<file path="src/rtl/isync_pkg.sv">
package isync_pkg;

   // Where the due lane is selected relative to the output register.
   typedef enum logic {
      SEL_BEFORE_REG = 1'b0,
      SEL_AFTER_REG  = 1'b1
   } sel_mode_e;

   // True when v is a power of two, two or larger.
   function automatic bit is_pow2(input int v);
      return (v >= 2) && ((v & (v - 1)) == 0);
   endfunction

endpackage

</file>
<file path="src/rtl/isync_phase.sv">
// Rotating phase counter with a one-hot lane enable decode.
module isync_phase #(
   parameter int N  = 4,
   localparam int CW = (N > 1) ? $clog2(N) : 1
) (
   input  logic          clk,
   input  logic          rst,
   output logic [CW-1:0] cnt,
   output logic [N-1:0]  en
);

   localparam logic [CW-1:0] LAST = CW'(N - 1);
   localparam logic [CW-1:0] STEP = CW'(1);

   logic [CW-1:0] cnt_q;

   always_ff @(posedge clk) begin
      if (rst)
         cnt_q <= '0;
      else if (cnt_q == LAST)
         cnt_q <= '0;
      else
         cnt_q <= cnt_q + STEP;
   end

   assign cnt = cnt_q;

   for (genvar p = 0; p < N; p++) begin : g_dec
      localparam logic [CW-1:0] MY_PHASE = CW'(p);
      assign en[p] = (cnt_q == MY_PHASE);
   end

endmodule

</file>
<file path="src/rtl/isync_lane.sv">
// One interleaved lane: a chain of DEPTH flops that all advance only on
// the lane's enable, plus an optional lane-owned output flop.
module isync_lane #(
   parameter int DEPTH   = 2,
   parameter bit OWN_OUT = 1'b0
) (
   input  logic             clk,
   input  logic             rst,
   input  logic             en,
   input  logic             din,
   output logic [DEPTH-1:0] stg,
   output logic             lane_q
);

   for (genvar k = 0; k < DEPTH; k++) begin : g_stage
      logic nxt;
      if (k == 0) begin : g_first
         assign nxt = din;
      end else begin : g_next
         assign nxt = stg[k-1];
      end

      always_ff @(posedge clk) begin
         if (rst)
            stg[k] <= 1'b0;
         else if (en)
            stg[k] <= nxt;
      end
   end

   if (OWN_OUT) begin : g_own
      logic oq;
      always_ff @(posedge clk) begin
         if (rst)
            oq <= 1'b0;
         else if (en)
            oq <= stg[DEPTH-1];
      end
      assign lane_q = oq;
   end else begin : g_shared
      assign lane_q = stg[DEPTH-1];
   end

endmodule

</file>
<file path="src/rtl/isync_merge.sv">
// Picks the due lane; the variant decides whether the pick precedes or
// follows the output register.
module isync_merge
   import isync_pkg::*;
#(
   parameter int        N    = 4,
   parameter sel_mode_e MODE = SEL_BEFORE_REG,
   localparam int       CW   = (N > 1) ? $clog2(N) : 1
) (
   input  logic          clk,
   input  logic          rst,
   input  logic [CW-1:0] cnt,
   input  logic [N-1:0]  lane_q,
   output logic          dout
);

   if (MODE == SEL_BEFORE_REG) begin : g_before
      // The lane enabled now hands its last stage to the single output flop.
      logic oq;
      always_ff @(posedge clk) begin
         if (rst)
            oq <= 1'b0;
         else
            oq <= lane_q[cnt];
      end
      assign dout = oq;
   end else begin : g_after
      // Remember which lane loaded its own flop at the last edge.
      logic [CW-1:0] sel_q;
      always_ff @(posedge clk) begin
         if (rst)
            sel_q <= '0;
         else
            sel_q <= cnt;
      end
      assign dout = lane_q[sel_q];
   end

endmodule

</file>
<file path="src/rtl/isync_interleave.sv">
// Interleaved clock-enabled synchronizer top.
module isync_interleave
   import isync_pkg::*;
#(
   parameter int        NUM_PHASES = 4,
   parameter int        DEPTH      = 2,
   parameter sel_mode_e MODE       = SEL_BEFORE_REG
) (
   input  logic clk,
   input  logic rst,
   input  logic async_in,
   output logic sync_out
);

   localparam int CW    = (NUM_PHASES > 1) ? $clog2(NUM_PHASES) : 1;
   localparam int TOTAL = NUM_PHASES * DEPTH;
   localparam bit OWN   = (MODE == SEL_AFTER_REG);

   if (!is_pow2(NUM_PHASES)) begin : g_bad_phases
      $error("NUM_PHASES must be a power of two, at least 2");
   end
   if (DEPTH < 2) begin : g_bad_depth
      $error("DEPTH must be at least 2");
   end

   logic [CW-1:0]         phase_cnt;
   logic [NUM_PHASES-1:0] lane_en;
   logic [NUM_PHASES-1:0] lane_q;
   logic [TOTAL-1:0]      stg_flat;

   isync_phase #(.N(NUM_PHASES)) u_phase (
      .clk (clk),
      .rst (rst),
      .cnt (phase_cnt),
      .en  (lane_en)
   );

   for (genvar p = 0; p < NUM_PHASES; p++) begin : g_lane
      isync_lane #(.DEPTH(DEPTH), .OWN_OUT(OWN)) u_lane (
         .clk    (clk),
         .rst    (rst),
         .en     (lane_en[p]),
         .din    (async_in),
         .stg    (stg_flat[p*DEPTH +: DEPTH]),
         .lane_q (lane_q[p])
      );
   end

   isync_merge #(.N(NUM_PHASES), .MODE(MODE)) u_merge (
      .clk    (clk),
      .rst    (rst),
      .cnt    (phase_cnt),
      .lane_q (lane_q),
      .dout   (sync_out)
   );

endmodule

</file>
<file path="config.mk">
export PLATFORM = sky130hd
export DESIGN_NAME = isync_interleave
export DESIGN_NICKNAME = d
export VERILOG_FILES = /design/src/rtl/isync_pkg.sv /design/src/rtl/isync_phase.sv /design/src/rtl/isync_lane.sv /design/src/rtl/isync_merge.sv /design/src/rtl/isync_interleave.sv
export SDC_FILE = /design/constraint.sdc
export NUM_CORES = 1
export LEC_CHECK = 0
export ABC_CLOCK_PERIOD_IN_PS = 1600
export CAP_MARGIN = 40
export CORE_AREA = 2 2 39 41
export DETAILED_ROUTE_END_ITERATION = 10
export DIE_AREA = 0 0 41 43
export PLACE_DENSITY = 0.55
export SYNTH_ARGS = -nofsm -noshare
export SYNTH_HDL_FRONTEND = slang
export SYNTH_HIERARCHICAL = 1
export SYNTH_SLANG_ARGS = --single-unit
</file>
<file path="constraint.sdc">
create_clock -name clk -period 1.6 [get_ports clk]
set_input_delay 0.32 -clock clk [delete_from_list [all_inputs] [get_ports clk]]
set_output_delay 0.32 -clock clk [all_outputs]
set_load 0.01 [all_outputs]
</file>
# Yosys cells after proc, flatten, opt, wreduce, memory -nomap -nowiden
# Index checks and enable logic that the tools add are counted.
# Widths: inputs -> output; s select.
[word_totals]
ff_bits = 11
in_bits = 3
out_inout_bits = 1
[classes]
addsub = 1
magnitude_cmp = 1
n_eq_ne = 3
n_mux = 2
n_reduce_logical = 2
[op_table]
columns = ["op", "n"]
rows = [
  ["$eq 2x2->1 const B", 2],
  ["$lt 2x3->1 const B", 1],
  ["$add 2x1->2 const B", 1],
  ["$bmux 1 s2", 1],
  ["$eq 2x1->1 const B", 1],
  ["$logic_not 2->1", 1],
  ["$reduce_or 2->1", 1],
  ["$mux 1", 1],
]

# Logic depth before layout (Yosys ltp)
# Gate-level depths: netlist of run 1.
[logic_depth]
word_depth = 2
ltp_mapped = 4
mapped_depth_nobuf = 4

# Cells and area by module
# Netlist of run 1, hierarchy kept.
[modules_own_cells]
columns = ["mod", "instances", "cells_per_inst", "area_each_um2", "seq_area_each_um2"]
rows = [
  ["isync_lane", 4, 8, 82.6, 40.0],
  ["isync_phase", 1, 10, 120.1, 40.0],
  ["isync_merge", 1, 3, 56.3, 20.0],
]

# Worst setup path after synthesis of run 1
# No wires, ideal clock.
[synth_path]
kind = "reg-to-reg"
startpoint = "register u_phase.cnt_q[0], in the netlist u_phase/cnt[0]"
endpoint = "register u_merge.g_before.oq, in the netlist u_merge/dout"
setup_time_ns = 0.112
arrival_time_ns = 1.028
required_ns = 1.488
slack_ns = 0.460
path_stages_with_launch = 3
path_buffers = 0
period_less_slack_ns = 1.140
path_cell_list = "dfxtp_1 > mux4_2 > nor2b_4"
[synth_via]
elab_chain_len = 2
[synth_lines]
columns = ["item", "line", "text"]
rows = [
  ["from (decl)", "isync_phase.sv:15", "logic [CW-1:0] cnt_q;"],
  ["from (signal assigned)", "isync_phase.sv:23", "cnt_q <= cnt_q + STEP;"],
  ["$bmux 1 s2", "isync_merge.sv:24", "oq <= lane_q[cnt];"],
  ["$mux 1 (implied by the code)", "isync_merge.sv:24", ""],
  ["to (signal assigned)", "isync_merge.sv:24", ""],
  ["to (decl)", "isync_merge.sv:19", "logic oq;"],
]
# Every way passes these cells. The select of a mux whose other input is x is not followed.
# A chain may end at the register's enable or synchronous reset.

# Worst setup path after layout of run 1
[layout_path]
startpoint = "register u_merge.g_before.oq, in the netlist u_merge/dout"
endpoint = "output sync_out"
[layout_lines]
columns = ["item", "line", "text"]
rows = [
  ["to (decl)", "isync_interleave.sv:12", "output logic sync_out"],
]
# No word-level cell between the ends.

==> key figures, run 1 <==
Status
  • Outcome: complete, no violations

CTS
  • Clk buf depth: 2
  • CTS HTree Levels: 1
  • Post-cts sizing count: 0
  • Postcts setup bufs: 0
  • Cts hold-fix bufs: 0
  • CTS Root Cell: clkbuf_4
  • Clk_lat worst skew: 270 ps
  • Clk sinks: 11
  • Clock transition at path regs: 70 ps
  • CTS tree: done
  • Num CTS Buffers: 3

Power and ir drop
  • Switching Fraction: 25.0%
  • Sequential share of power: 53.4%
  • VDD IR max: 0.402 mV
  • Clock share of power: 33.3%
  • P_int: 432 uW
  • Switching Power: 144 uW
  • Power Total: 577 uW
  • Comb power frac: 13.3%
  • PwrDens: 1100 mW/mm2
  • P_leak: 0.000211 uW

Layout
  • Nets: 52
  • Storage cell area: 220 um2
  • Filler Cell Count: 142
  • Post-route cell area: 523 um2
  • Ant. Diodes: 0
  • Area of the multi-input gates: 219 um2
  • Area grow syn2layout: 17.1%
  • Layout cells sized above 1: 15.9%

Critical path
  • Critical Path RT: 1280 ps
  • CP Max Fanout: 1
  • Depth of the most critical reg-to-reg path: 2
  • CP Class: register to primary output
  • CP max stage cell: clkdlybuf4s50_1
  • Critical path startpoint category: register
  • Critical path, cell by cell: clkdlybuf4s50_1
  • Flop2flop setup slack: 370 ps
  • R2r endpoint: u_merge/dout
  • CP peak stage delay: 520 ps
  • CP top delay family: buffers and inverters
  • Crit end category: primary output
  • CP Data Arrival Time: 1100 ps
  • Reg2Reg Launch Point: u_phase/cnt[0]
  • Critical path buffers and inverters: 1

Worst hold path
  • Hold EP: g_lane[0].u_lane/lane_q
  • Worst hold path depth: 2
  • Hold Crit Class: register to register
  • Worst hold start: g_lane[0].u_lane/g_stage[1].nxt

STA
  • Clock Skew: 0.255 ps
  • Setup_tns: 0 ps
  • Final Max Tran Viols: 0
  • Hold Fails Final Rpt: 0
  • RSZ-0062 raised after global routing: no
  • Final setup viols: 0
  • Worst hold margin: 500 ps
  • Highest clock rate: 706 MHz
  • Minimum clock period: 1420 ps
  • Part of the cycle the worst path needs: 88.5%
  • Worst slew margin relative to its limit: 67.8%
  • Pin slew with the least headroom to its limit: 482 ps

Drt
  • Post-Route WL: 670 um
  • Via Count: 279
  • DR top layer: met4
  • Routed len/inst: 11.2 um
  • Avg Vias per Cell: 4.65
  • Routed wl met3: 26 um
  • Met2 WL: 325 um
  • Post-route antenna net violation count: 0
  • Drt first pass iters: 4
  • Metal-1 WL: 290 um
  • Initial drt markers: 4
  • DRC violations left: 0

Synth
  • Synthesis Warnings: 6
  • Post-Syn Area: 447 um2
  • Synthesized net count: 44
  • Syn Area/Cell: 12.1 um2
  • Mapped Cells: 37

GRT
  • Pin count of the biggest net entering global routing: 12
  • Global Route Usage Sum: 10.7%
  • Initial antenna violation count: 0
  • Overflow after GRT: 0
  • First-pass GRT wire length: 1.13 mm
  • Vias in the first global route: 266

Floorplan
  • Row count: 14
  • Die ar.: 0.00176 mm2
  • Core Area: 0.00138 mm2
  • Die Width: 41 um
  • I/O Pins: 4
  • Initial Utilization: 32.3%
  • Die H: 43 um

Job
  • Max_cap viols: 0

Placement
  • GPL Wtd Cong: 0.695
  • Port bufs: 3
  • DP Area: 497 um2
power groups by stage:
stage          Combinational [uW]  Sequential, uW  Clock (uW)
3_3_place_gp                 76.1             313           0
6_report                     76.7             308         192
4_1_cts                      77.8             308         200
3_5_place_dp                 77.2             315           0
5_1_grt                      86.4             311         212
2_1_floorplan                58.0             310           0
final cells by class:
class / instances / share of cell area (%)
sequential: 11 / 42.1
multi-input combinational: 24 / 41.9
timing repair buffer: 3 / 5.74
clock buffer: 4 / 5.02
tap: 16 / 3.83
inverter: 2 / 1.44
flip-flops by register name (all words and copies together) (netlist names):
signal	count
u_phase/cnt	2
u_merge/dout	1
g_lane.u_lane/g_stage.nxt	4
g_lane.u_lane/lane_q	4
worst max-delay path by stage:
| stage | endpoint | startpoint | depth (start not counted) | slack [ps] |
|---|---|---|---|---|
| 3_3_place_gp | g_lane[0].u_lane/lane_q | rst | 2 | 300 |
| 3_5_place_dp | g_lane[3].u_lane/g_stage[1].nxt | rst | 2 | 270 |
| 2_1_floorplan | u_merge/dout | u_phase/cnt[0] | 2 | 460 |
| 6_report | sync_out | u_merge/dout | 1 | 180 |
| 4_1_cts | sync_out | u_merge/dout | 1 | 170 |
| 5_1_grt | sync_out | u_merge/dout | 1 | 150 |
cell usage in the layout, fill, tap and decap left out, drive strengths merged:
cell	instances
mux2i	8
inv	2
nor3	1
mux4	1
clkbuf	4
dfxtp	11
nor2b	1
ha	4
nor2	8
clkdlybuf4s50	3
nor3b	1
metal layers:
metal / vias to the layer above / track usage, %
met5: - / 0
met2: 7 / 13.8
met3: 3 / 4.71
met1: 131 / 11.6
li1: 138 / -
met4: 0 / 12.0
per-stage QoR:
| stage | std cells | util [%] | setup slack (ps) |
|---|---|---|---|
| floorplan | 37 | - | 460 |
| global placement | 56 | 35.9 | 298 |
| detailed placement | 56 | 35.9 | 265 |
| CTS | 60 | 37.8 | 170 |
| global route | 60 | 37.8 | 146 |
| finish | 60 | 37.8 | 184 |
Note: power is estimated with default switching activity, not from simulation.
==> run 2: changes to the inputs <==
--- a/config.mk
+++ b/config.mk
@@ -5,12 +5,14 @@
 export SDC_FILE = /design/constraint.sdc
 export NUM_CORES = 1
 export LEC_CHECK = 0
+export ABC_AREA = 0
 export ABC_CLOCK_PERIOD_IN_PS = 1600
 export CAP_MARGIN = 40
 export CORE_AREA = 2 2 39 41
 export DETAILED_ROUTE_END_ITERATION = 10
 export DIE_AREA = 0 0 41 43
 export PLACE_DENSITY = 0.55
+export SLEW_MARGIN = 5
 export SYNTH_ARGS = -nofsm -noshare
 export SYNTH_HDL_FRONTEND = slang
 export SYNTH_HIERARCHICAL = 1
==> results of run 2 <==
The final DEF is identical to that of run 1; final timing and power are the same.
